### src/rtl/simt_dms_pkg.sv
package simt_dms_pkg;
  typedef enum logic [1:0] {
    PH_UNIFORM = 2'd0,
    PH_TAKEN   = 2'd1,
    PH_ELSE    = 2'd2
  } path_phase_e;
endpackage

### src/rtl/dms_split.sv
module dms_split #(
  parameter int LANES = 32
) (
  input  logic [LANES-1:0] base_i,
  input  logic [LANES-1:0] pred_i,
  output logic [LANES-1:0] taken_o,
  output logic [LANES-1:0] else_o,
  output logic             taken_any_o,
  output logic             else_any_o
);
  for (genvar g = 0; g < LANES; g++) begin : g_lane
    assign taken_o[g] = base_i[g] & pred_i[g];
    assign else_o[g]  = base_i[g] & ~pred_i[g];
  end

  assign taken_any_o = |taken_o;
  assign else_any_o  = |else_o;
endmodule

### src/rtl/dms_stack.sv
module dms_stack #(
  parameter int LANES = 32,
  parameter int DEPTH = 4,
  localparam int PW = $clog2(DEPTH + 1),
  localparam int IW = (DEPTH > 1) ? $clog2(DEPTH) : 1
) (
  input  logic             clk,
  input  logic             rst,
  input  logic             push_i,
  input  logic             pop_i,
  input  logic             mark_else_i,
  input  logic [LANES-1:0] push_restore_i,
  input  logic [LANES-1:0] push_alt_i,
  input  logic             push_in_else_i,
  output logic [PW-1:0]    sp_o,
  output logic             empty_o,
  output logic             full_o,
  output logic [LANES-1:0] top_restore_o,
  output logic [LANES-1:0] top_alt_o,
  output logic             top_in_else_o,
  output logic             under_in_else_o
);
  logic [LANES-1:0] restore_mem [DEPTH];
  logic [LANES-1:0] alt_mem     [DEPTH];
  logic [DEPTH-1:0] in_else_q;
  logic [PW-1:0]    sp_q;
  logic [IW-1:0]    wr_idx, top_idx, under_idx;

  assign empty_o   = (sp_q == '0);
  assign full_o    = (sp_q == PW'(DEPTH));
  assign wr_idx    = IW'(sp_q);
  assign top_idx   = empty_o ? '0 : IW'(sp_q - PW'(1));
  assign under_idx = (sp_q >= PW'(2)) ? IW'(sp_q - PW'(2)) : '0;

  // Mask storage: write-only-on-push, no reset, so it maps onto RAM.
  always_ff @(posedge clk) begin
    if (push_i) begin
      restore_mem[wr_idx] <= push_restore_i;
      alt_mem[wr_idx]     <= push_alt_i;
    end
  end

  always_ff @(posedge clk) begin
    if (rst) begin
      sp_q      <= '0;
      in_else_q <= '0;
    end else begin
      if (push_i) begin
        sp_q              <= sp_q + PW'(1);
        in_else_q[wr_idx] <= push_in_else_i;
      end else if (pop_i) begin
        sp_q <= sp_q - PW'(1);
      end
      if (mark_else_i) in_else_q[top_idx] <= 1'b1;
    end
  end

  assign sp_o            = sp_q;
  assign top_restore_o   = restore_mem[top_idx];
  assign top_alt_o       = alt_mem[top_idx];
  assign top_in_else_o   = in_else_q[top_idx];
  assign under_in_else_o = in_else_q[under_idx];

  assert_no_push_full_R8: assert property (@(posedge clk) disable iff (rst)
    !(push_i && full_o));
  assert_no_pop_empty_R11: assert property (@(posedge clk) disable iff (rst)
    !((pop_i || mark_else_i) && empty_o));
  assert_depth_bound_R7: assert property (@(posedge clk) disable iff (rst)
    sp_q <= PW'(DEPTH));
  assert_single_op_R10: assert property (@(posedge clk) disable iff (rst)
    $countones({push_i, pop_i, mark_else_i}) <= 1);
endmodule

### src/rtl/simt_diverge_seq.sv
module simt_diverge_seq #(
  parameter int LANES = 32,
  parameter int DEPTH = 4
) (
  input  logic             clk,
  input  logic             rst,
  input  logic [LANES-1:0] active_mask_i,
  input  logic             branch_start_i,
  input  logic [LANES-1:0] branch_pred_i,
  input  logic             path_end_i,
  output logic [LANES-1:0] exec_mask_o,
  output logic [1:0]       phase_o,
  output logic             busy_o,
  output logic             overflow_o
);
  import simt_dms_pkg::*;
  localparam int PW = $clog2(DEPTH + 1);

  logic [LANES-1:0] exec_q, exec_d, base_m, taken_m, else_m;
  logic [LANES-1:0] top_restore, top_alt;
  logic             taken_any, else_any, top_in_else, under_in_else;
  logic             empty, full, busy_q, busy_d, err_q;
  logic             accept_br, push, pe_live, to_else, pop;
  logic [PW-1:0]    sp;
  path_phase_e      phase_q, phase_d;

  // The base is the warp mask outside any branch, else the running path's mask.
  assign base_m = empty ? active_mask_i : exec_q;

  dms_split #(.LANES(LANES)) u_split (
    .base_i(base_m), .pred_i(branch_pred_i),
    .taken_o(taken_m), .else_o(else_m),
    .taken_any_o(taken_any), .else_any_o(else_any)
  );

  // Branch start wins over path end in the same cycle.
  assign accept_br = branch_start_i && !full;
  assign push      = accept_br && (taken_any || else_any);
  assign pe_live   = path_end_i && !branch_start_i && !empty;
  assign to_else   = pe_live && !top_in_else && (top_alt != '0);
  assign pop       = pe_live && !to_else;

  dms_stack #(.LANES(LANES), .DEPTH(DEPTH)) u_stack (
    .clk(clk), .rst(rst),
    .push_i(push), .pop_i(pop), .mark_else_i(to_else),
    .push_restore_i(base_m), .push_alt_i(else_m), .push_in_else_i(!taken_any),
    .sp_o(sp), .empty_o(empty), .full_o(full),
    .top_restore_o(top_restore), .top_alt_o(top_alt),
    .top_in_else_o(top_in_else), .under_in_else_o(under_in_else)
  );

  always_comb begin
    exec_d  = exec_q;
    phase_d = phase_q;
    busy_d  = busy_q;
    if (push) begin
      exec_d  = taken_any ? taken_m : else_m;
      phase_d = taken_any ? PH_TAKEN : PH_ELSE;
      busy_d  = 1'b1;
    end else if (to_else) begin
      exec_d  = top_alt;
      phase_d = PH_ELSE;
    end else if (pop) begin
      exec_d = top_restore;
      if (sp == PW'(1)) begin
        phase_d = PH_UNIFORM;
        busy_d  = 1'b0;
      end else begin
        phase_d = under_in_else ? PH_ELSE : PH_TAKEN;
      end
    end else if (empty) begin
      exec_d = active_mask_i;
    end
  end

  always_ff @(posedge clk) begin
    if (rst) begin
      exec_q  <= '0;
      phase_q <= PH_UNIFORM;
      busy_q  <= 1'b0;
      err_q   <= 1'b0;
    end else begin
      exec_q  <= exec_d;
      phase_q <= phase_d;
      busy_q  <= busy_d;
      if (branch_start_i && full) err_q <= 1'b1;
    end
  end

  assign exec_mask_o = exec_q;
  assign phase_o     = phase_q;
  assign busy_o      = busy_q;
  assign overflow_o  = err_q;

  assert_busy_depth_R9: assert property (@(posedge clk) disable iff (rst)
    busy_q == !empty);
  assert_idle_uniform_R6: assert property (@(posedge clk) disable iff (rst)
    !busy_q |-> (phase_q == PH_UNIFORM));
  assert_no_empty_path_R5: assert property (@(posedge clk) disable iff (rst)
    busy_q |-> (exec_q != '0));
  assert_mask_within_base_R7: assert property (@(posedge clk) disable iff (rst)
    busy_q |-> ((exec_q & ~top_restore) == '0));
  assert_overflow_sticky_R8: assert property (@(posedge clk) disable iff (rst)
    err_q |=> err_q);
  assert_refused_frozen_R8: assert property (@(posedge clk) disable iff (rst)
    (branch_start_i && full) |=> ($stable(exec_q) && $stable(phase_q)));
endmodule

### config.mk
export PLATFORM = sky130hd
export DESIGN_NAME = simt_diverge_seq
export DESIGN_NICKNAME = d
export VERILOG_FILES = /design/src/rtl/simt_dms_pkg.sv /design/src/rtl/dms_split.sv /design/src/rtl/dms_stack.sv /design/src/rtl/simt_diverge_seq.sv
export SDC_FILE = /design/constraint.sdc
export NUM_CORES = 1
export LEC_CHECK = 0
export BUFFER_PORTS_ARGS = -buffer_cell sky130_fd_sc_hd__buf_2
export CAP_MARGIN = 20
export CORE_MARGIN = 4
export CORE_UTILIZATION = 54
export CTS_CLUSTER_DIAMETER = 80
export DETAILED_ROUTE_END_ITERATION = 12
export MAX_ROUTING_LAYER = met4
export PLACE_DENSITY = 0.76
export SKIP_CTS_REPAIR_TIMING = 1
export SKIP_LAST_GASP = 1
export SYNTH_ARGS = -nofsm -noshare
export SYNTH_HDL_FRONTEND = slang
export SYNTH_SLANG_ARGS = --single-unit
### constraint.sdc
create_clock -name clk -period 6.3 [get_ports clk]
set_input_delay 0.63 -clock clk [delete_from_list [all_inputs] [get_ports clk]]
set_output_delay 0.63 -clock clk [all_outputs]
set_load 0.1 [all_outputs]
==> results_dict.tcl, run 1 <==
set metrics [dict create \
    leakage_nw 5.19 \
    row_count 56 \
    drive_gt1_frac 0.216 \
    dp_cells 1337 \
    synth_seq_cells 299 \
    powerDensity_nw_per_um2 392 \
    setup_tns_ps 0 \
    drt_first_iter_violations 1516 \
    ioPinCount 104 \
    worst_hold_slack_ps 425 \
    hpwlAfterDp_mm 24.0 \
    grt_max_degree 72 \
    drc 0 \
    startpoint_type "flip-flop" \
    die_area_um2 26900 \
    syn_to_final_growth_pct 13.3 \
    ys_async_sr_fraction 0 \
    hp-class "in -> reg" \
    fin_crit_ps 5370 \
    crit_arrival_ps 5540 \
    syn_avg_cell_area_um2 13.7 \
    via_per_inst 6.77 \
    htree_levels 1 \
    grtUsageTotal 0.281 \
    layout.nets 1122 \
    clk_latency_ps 540 \
    synthesis.nets 1034 \
    yosys_warnings 0 \
    drt_wl_total_mm 37.5 \
    critPathMaxStageDelay_ps 900 \
    finalSetupViolCount 0 \
    rsz0062_at_grt "false" \
    clk_pin_slew_ps 60 \
    post_drt_wl_per_cell_um 26.9 \
    critical-path-top-delay-family "simple AND/OR/NAND/NOR gates" \
    crit_slowest_cell "nor2_4" \
    dieHeight_um 164 \
    worst-path-buf-inv 2 \
    grt_pass1_vias 9113 \
    required_ps 6470 \
    outcome "completed" \
    vias 9415 \
    seq_power_share 0.439 \
    synth_edf_count 256 \
    slew_headroom 0.266 \
    p_sw_w 0.00197 \
    p_int_w 0.00386 \
    min_period_over_period 0.852 \
    globalplace.congestion 0.949 \
    final_cell_count_no_fill 1391 \
    power.total_w 0.00583 \
    utilization 0.628 \
    clockRootBuffer "clkbuf_16" \
    synth_flop_cell "edfxtp_1" \
    ys_types 65 \
    first_pass_iters 9 \
    crit_type "reg -> reg" \
    worstMarginPinSlew_ps 1100 \
    syn_inst 961 \
    power.share.switching 0.338 \
    start_util 0.554 \
    ant_nets 0 \
    path_cells "inv_1, ha_1, nand2b_4, mux2_4, nor2b_1, nor4_1, nand4_1, nor4_4, or2b_1, nor2_4, buf_4" \
    yosysSeqAreaShare 0.651 \
    netlist_area_um2 13100 \
    io_buffers 103 \
    clkSinkCount 299 \
    p_comb_frac 0.283 \
    ir_drop_mv 0.239 \
    clock_path_buffers 3 \
    antenna_found_initial 0 \
    core_um2 23700 \
    antenna_cells 0 \
    end_kind "flip-flop" \
    numCtsBuffers 29 \
    crit_fanout 34 \
    final-max-slew-violation-count 0 \
    skew_ps 14.6 \
    overflow 0 \
    fp.dieW_um 164 \
    clkPwrFrac 0.278 \
    cts_tree "done" \
    maxCapViolations 0 \
    grt_pass1_wl_mm 55.3 \
    fmax_mhz 186 \
    finalHoldViolCount 0 \
]
-- sequential cells by signal (all words and copies together), names as in the netlist --
register             count
u_stack.alt_mem        128
phase_o                  2
busy_o                   1
u_stack.sp_o             3
u_stack.in_else_q        4
overflow_o               1
u_stack.restore_mem    128
exec_mask_o             32
-- path summary, 6_finish.rpt --
check | cells after the start | slack, ps | from | end
min reg2reg | 2 | 500 | overflow_o | overflow_o
min | 3 | 430 | branch_start_i | overflow_o
max reg2reg | 11 | 930 | u_stack.sp_o[0] | u_stack.alt_mem[2][29]
max | 11 | 930 | u_stack.sp_o[0] | u_stack.alt_mem[2][29]
-- placed cells by master, fill, tap and decap left out, drive strengths merged, types with 17 or more instances in the layout --
master,count
mux2i,63
inv,17
edfxtp,256
nor2,49
nand2,37
buf,127
mux2,42
o21ai,51
a22oi,41
o211ai,28
dfxtp,43
a222oi,26
nand3,35
nor4,19
a21oi,50
nor2b,27
clkbuf,50
-- power groups by stage --
stage	Combinational [W]	Clock (W)	Sequential [W]
after floorplan	0.000860	0	0.00287
after global placement	0.00159	0	0.00259
after detailed placement	0.00162	0	0.00260
after CTS	0.00163	0.00162	0.00256
after global routing	0.00173	0.00172	0.00257
final	0.00165	0.00162	0.00256
-- worst register-to-register path, stage by stage, from the launching register on --
cell	delay, ps
dfxtp_4	500
inv_1	100
ha_1	370
nand2b_4	610
mux2_4	370
nor2b_1	600
nor4_1	140
nand4_1	240
nor4_4	90
or2b_1	440
nor2_4	910
buf_4	590
-- stage by stage --
stage | setup slack [ps] | area [um^2]
2_1_floorplan | -204 | 13100
3_3_place_gp | 1090 | 13900
3_5_place_dp | 999 | 14000
4_1_cts | 966 | 14900
5_1_grt | 724 | 14900
6_report | 932 | 14900
-- routing by layer --
layer  track usage  vias up  routed length, um
met5             -        -                  0
met4        0.0900        0               1200
met3        0.0565       93               4600
met2         0.446      689              17600
met1         0.369     4612              14000
li1              -     4021                  -
-- cell type report --
cell class	instances	area (um^2)
multi-input combinational	577	4240
clock buffer	50	865
timing repair buffer	127	728
sequential	299	8550
inverter	15	56.3
fill	1781	8810
tap	319	399
clock inverter	4	28.8
-- synth_stat cells, drive strengths merged, types with 2 or more instances --
cell     number  area share
dfxtp        43       0.066
mux2         42       0.040
or4           4      0.0023
nand4         4      0.0019
a21oi        50       0.020
or3           2     0.00095
ha            5      0.0048
o221ai        9      0.0060
a21o          2      0.0011
nor2b        27       0.013
o22a         11      0.0073
nand3        35       0.013
a22oi        41       0.023
nor2         49       0.014
a222oi       26       0.020
nor4         19       0.010
a221oi        7      0.0047
o211ai       28       0.016
o2111ai       4      0.0027
a22o         15       0.010
o22ai         9      0.0043
buf          27       0.013
and2          5      0.0024
edfxtp      256        0.59
o2bb2ai       2      0.0013
nor3          3      0.0011
a32o          5      0.0038
clkbuf       43       0.012
mux2i        63       0.049
inv          15      0.0043
nand2        37       0.011
nand2b        3      0.0020
o21ai        51       0.020
-- logic make-up after synthesis --
| family | count (synthesis) | share of synthesized area |
|---|---|---|
| flops | 299 | 0.651 |
| compound gates | 274 | 0.150 |
| fa+ha+maj | 5 | 0.00477 |
| mux | 105 | 0.0893 |
| simple gates | 192 | 0.0740 |
| buf+inv | 85 | 0.0298 |
| xor+xnor | 1 | 0.000668 |
(Power assumes the default switching activity.)
==> run 2, diff against run 1 <==
Settings changed: SYNTH_HIERARCHICAL set to 1.
==> run 2 against run 1 <==
Clock skew down 3.4 ps. Via count up 7.3%. Flip-flop and latch count did not move. Largest power group unchanged.
==> results_dict.tcl, run 2 <==
set metrics [dict create \
    outcome "completed" \
    overflow 0 \
    globalplace.congestion 0.892 \
    worstMarginPinSlew_ps 1030 \
    drt_first_iter_violations 1464 \
    crit_arrival_ps 6070 \
    ioPinCount 104 \
    ys_async_sr_fraction 0 \
    dp_cells 1451 \
    post_drt_wl_per_cell_um 24.5 \
    start_util 0.547 \
    htree_levels 1 \
    slew_headroom 0.310 \
    ir_drop_mv 0.235 \
    synth_compound_area_frac 0.163 \
    startpoint_type "flip-flop" \
    synthesis.nets 1159 \
    grt_pass1_vias 9694 \
    yosys-top-cells-count "edfxtp_1 (256), a31oi_1 (97), a22oi_1 (84)" \
    grtUsageTotal 0.263 \
    cts_tree "done" \
    dieHeight_um 168 \
    numCtsBuffers 29 \
    finalSetupViolCount 0 \
    fmax_mhz 178 \
    worst_hold_slack_ps 453 \
    yosys_warnings 6 \
    final_cell_count_no_fill 1505 \
    synth_flop_cell "edfxtp_1" \
    syn_inst 1084 \
    synth_edf_count 256 \
    netlist.top_cell.by_area "edfxtp_1" \
    min_period_over_period 0.892 \
    clkSinkCount 299 \
    via_per_inst 6.71 \
    die_area_um2 28100 \
    synth_seq_cells 299 \
    fp.dieW_um 168 \
    row_count 58 \
    synth_top_area_frac 0.559 \
    clock_path_buffers 3 \
    rsz0062_at_grt "false" \
    io_buffers 103 \
    crit_type "reg -> reg" \
    syn_avg_cell_area_um2 12.7 \
    final-max-slew-violation-count 0 \
    netlist_area_um2 13700 \
    crit_fanout 21 \
    ant_nets 0 \
    synth-xor-area-share 0.000637 \
    layout.nets 1227 \
    muxShareOfSynthArea 0.0790 \
    layout_commonest_cell "edfxtp_1" \
    yosysSeqAreaShare 0.622 \
    synthSimpleGateAreaFrac 0.0939 \
    fin_crit_ps 5620 \
    dp_slack_ps 764 \
    hp-class "in -> reg" \
    first_pass_iters 7 \
    grt_pass1_wl_mm 56.5 \
    yosys-top-cells-area "edfxtp_1 (56%), dfxtp_1 (6.3%), mux2i_1 (5.2%), a22oi_1 (4.6%), a31oi_1 (4.4%)" \
    drive_gt1_frac 0.204 \
    syn_to_final_growth_pct 11.9 \
    antenna_found_initial 1 \
    finalWorstSetupSlack_ps 679 \
    hpwlAfterDp_mm 21.7 \
    clockRootBuffer "clkbuf_16" \
    vias 10100 \
    drt_wl_total_mm 36.9 \
    skew_ps 11.2 \
    clk_latency_ps 540 \
    powerDensity_nw_per_um2 327 \
    synth_top_family_by_area "compound AO/OA/AOI/OAI gates" \
    required_ps 6750 \
    clk_pin_slew_ps 70 \
    leakage_nw 5.39 \
    maxCapViolations 0 \
    finalHoldViolCount 0 \
    setup_tns_ps 0 \
    synth-adder-area-share 0.00637 \
    ys_types 52 \
    grt_max_degree 83 \
    end_kind "flip-flop" \
    drc 0 \
    yosysMostFrequentCell "edfxtp_1" \
    layout_common_cells "edfxtp_1 (256), buf_2 (103), a31oi_1 (97)" \
    core_um2 25100 \
]
[run 2: cell types whose count changed after synthesis, sizes merged, moves of 22 or more]
cell / previous run / this run
nand3: 35 / 66
a31oi: 1 / 97
buf: 27 / 49
a22oi: 41 / 97
nor2: 49 / 12
and2: 5 / 36
a222oi: 26 / 0
[run 2: final timing paths]
check | start | to | slack (ps) | cells after the start
min reg2reg | overflow_o | overflow_o | 480 | 2
min | branch_pred_i[2] | u_stack/alt_mem[0][2] | 450 | 2
max reg2reg | u_stack/sp_o[1] | exec_mask_o[17] | 680 | 16
max | u_stack/sp_o[1] | exec_mask_o[17] | 680 | 16
[run 2: cells by family after synthesis]
| family | after synthesis |
|---|---|
| adder cells (fa/ha/maj) | 7 |
| AND/OR/NAND/NOR | 232 |
| XOR/XNOR | 1 |
| AO/OA/AOI/OAI | 341 |
| multiplexers | 104 |
| buffers and inverters | 100 |
| flip-flops | 299 |
[run 2: final cells by class]
cell class | count | area (um^2)
well taps | 330 | 413
inverters | 6 | 23.8
flip-flops and latches | 299 | 8550
repair buffers | 131 | 738
clock buffers | 41 | 791
clock inverters | 12 | 110
diodes | 1 | 2.50
multi-input cells | 685 | 4750
fillers | 1952 | 9730
[run 2: metal layers]
| layer | wire length, um | track usage | share of wire | vias up |
|---|---|---|---|---|
| li1 | - | - | - | 4426 |
| met1 | 14600 | 0.358 | 0.40 | 4935 |
| met2 | 17300 | 0.403 | 0.47 | 656 |
| met3 | 3780 | 0.0415 | 0.10 | 83 |
| met4 | 1160 | 0.0984 | 0.032 | 0 |
| met5 | 0 | - | 0 | - |
[run 2: stage by stage]
| stage | cell area [um^2] | total power [W] | util |
|---|---|---|---|
| 2_1_floorplan | 13700 | 0.00312 | - |
| 3_3_place_gp | 14500 | 0.00337 | 0.577 |
| 3_5_place_dp | 14500 | 0.00339 | 0.577 |
| 4_1_cts | 15400 | 0.00502 | 0.612 |
| 5_1_grt | 15400 | 0.00520 | 0.613 |
| 6_report | 15400 | 0.00503 | 0.613 |
[run 2: where the power goes]
| group | total [W] | switching (W) | internal (W) |
|---|---|---|---|
| sequential | 0.00236 | 0.0000392 | 0.00232 |
| clock | 0.00166 | 0.000705 | 0.000953 |
| combinational | 0.00101 | 0.000722 | 0.000285 |
[run 2: worst max-delay path, stage by stage (launching register included)]
cell	delay (ps)
dfxtp_1	480
inv_1	150
ha_1	270
nand2b_2	110
clkinv_2	260
buf_4	320
mux2_2	360
and2_4	160
or4_1	550
or4_1	500
or4_1	610
nor4bb_4	850
buf_4	440
a22oi_1	110
nand2_1	90
a21oi_1	40
a31oi_1	220
==> run 3, diff against run 2 <==
Settings changed: MAX_ROUTING_LAYER met4 to unset.
==> run 3 against run 2 <==
Clock skew is 4.4 ps higher. Highest routed layer unchanged. Clock power about the same. Total power about the same. Critical path type unchanged. Flip-flop and latch count unchanged. Wire length about the same. Final cell count stayed put. Largest power group unchanged. Core utilization is the same. Via count about the same. Critical endpoint is now exec_mask_o[18]. First-iteration DRC count down 2.8%.
==> results_dict.tcl, run 3 (same netlist as run 2, synthesis figures left out) <==
set metrics [dict create \
    hp-class "in -> reg" \
    hp-start "branch_pred_i[2]" \
    ant_nets 0 \
    clkSinkCount 299 \
    fp.dieW_um 168 \
    grt_pass1_vias 9702 \
    first_pass_iters 6 \
    startpoint_type "flip-flop" \
    io_buffers 103 \
    fin_crit_ps 5650 \
    skew_ps 15.6 \
    startpoint "u_stack/sp_o[1]" \
    grt_pass1_wl_mm 56.5 \
    clock_path_buffers 3 \
    overflow 0 \
    crit_slowest_cell "nor4bb_4" \
    htree_levels 1 \
    maxCapViolations 0 \
    layout_commonest_cell "edfxtp_1" \
    drc 0 \
    drt_first_iter_violations 1423 \
    post_drt_wl_per_cell_um 24.5 \
    clk_pin_slew_ps 70 \
    worstMarginPinSlew_ps 1040 \
    row_count 58 \
    setup_tns_ps 0 \
    grtUsageTotal 0.255 \
    drt_wl_total_mm 36.9 \
    via_per_inst 6.71 \
    antenna_found_initial 1 \
    syn_to_final_growth_pct 11.9 \
    crit_fanout 21 \
    critPathMaxStageDelay_ps 870 \
    r2r_setup_slack_ps 650 \
    ir_drop_mv 0.235 \
    reg2reg_from "u_stack/sp_o[1]" \
    finalHoldViolCount 0 \
    r2r-end "exec_mask_o[18]" \
    end_kind "flip-flop" \
    drive_gt1_frac 0.204 \
    worst_hold_slack_ps 451 \
    hpwlAfterDp_mm 21.7 \
    worstRegToRegCells 16 \
    required_ps 6760 \
    dieHeight_um 168 \
    layout_common_cells "edfxtp_1 (256), buf_2 (103), a31oi_1 (97)" \
    slew_headroom 0.309 \
    powerDensity_nw_per_um2 327 \
    start_util 0.547 \
    path_cells "inv_1, ha_1, nand2b_2, clkinv_2, buf_4, mux2_2, and2_4, or4_1, or4_1, or4_1, nor4bb_4, buf_4, a22oi_1, nand2_1, a21oi_1, a31oi_1" \
    crit_arrival_ps 6110 \
    fmax_mhz 177 \
    core_um2 25100 \
    min_path_cells 2 \
    ioPinCount 104 \
    globalplace.congestion 0.877 \
    grt_max_degree 83 \
    die_area_um2 28100 \
    numCtsBuffers 29 \
    vias 10092 \
    clockRootBuffer "clkbuf_16" \
    cts_tree "done" \
    finalSetupViolCount 0 \
    min_period_over_period 0.896 \
    utilization 0.613 \
    layout.nets 1227 \
    crit_type "reg -> reg" \
    hold_end "u_stack/alt_mem[0][2]" \
    clk_latency_ps 540 \
    leakage_nw 5.39 \
    path_common_cell "or4_1" \
    rsz0062_at_grt "false" \
    outcome "completed" \
    final-max-slew-violation-count 0 \
]
## run 3: cell counts in the layout (fill, tap and decap cells not counted)
No cell type changed its count.
## run 3: worst max-delay path, delay by kind of cell, from the launching register on
family | cells | cell delay [ps]
DFF | 1 | 480
buffers and inverters | 4 | 1170
and+or+nand+nor | 7 | 2890
AOI/OAI and AO/OA | 3 | 370
muxes | 1 | 360
adders and majority gates | 1 | 270
## run 3: cell type report
type | instances | area, um^2
diodes | 1 | 2.50
clock buffers | 41 | 791
clock inverters | 12 | 110
fillers | 1951 | 9730
inverters | 6 | 23.8
multi-input cells | 685 | 4750
flip-flops and latches | 299 | 8550
well taps | 330 | 413
repair buffers | 131 | 738
## run 3: where the power goes
group / total [W] / switching (W) / internal (W)
Combinational: 0.00101 / 0.000722 / 0.000285
Clock: 0.00166 / 0.000708 / 0.000953
Sequential: 0.00236 / 0.0000394 / 0.00232
## run 3: through the flow
step | total power (W) | instance area, um^2 | cells | setup slack, ps
detailed placement | 0.00339 | 14500 | 1451 | 764
global placement | 0.00337 | 14500 | 1451 | 980
floorplan | 0.00312 | 13700 | 1084 | 468
finish | 0.00503 | 15400 | 1505 | 654
CTS | 0.00502 | 15400 | 1504 | 750
global route | 0.00520 | 15400 | 1504 | 378
## run 3: worst max-delay path by stage
| stage | slack (ps) | cells past startpoint | to |
|---|---|---|---|
| 2_1_floorplan | 470 | 20 | u_stack/in_else_q[0] |
| 3_3_place_gp | 980 | 16 | exec_mask_o[23] |
| 3_5_place_dp | 760 | 16 | exec_mask_o[14] |
| 4_1_cts | 750 | 16 | exec_mask_o[17] |
| 5_1_grt | 380 | 16 | exec_mask_o[14] |
| 6_report | 650 | 16 | exec_mask_o[18] |
## run 3: per-layer routing
metal | track usage | wire (um) | vias up
met5 | 0 | 0 | -
met4 | 0.0992 | 1210 | 0
met3 | 0.0413 | 3540 | 79
met2 | 0.404 | 17200 | 626
met1 | 0.357 | 14900 | 4965
li1 | - | - | 4422
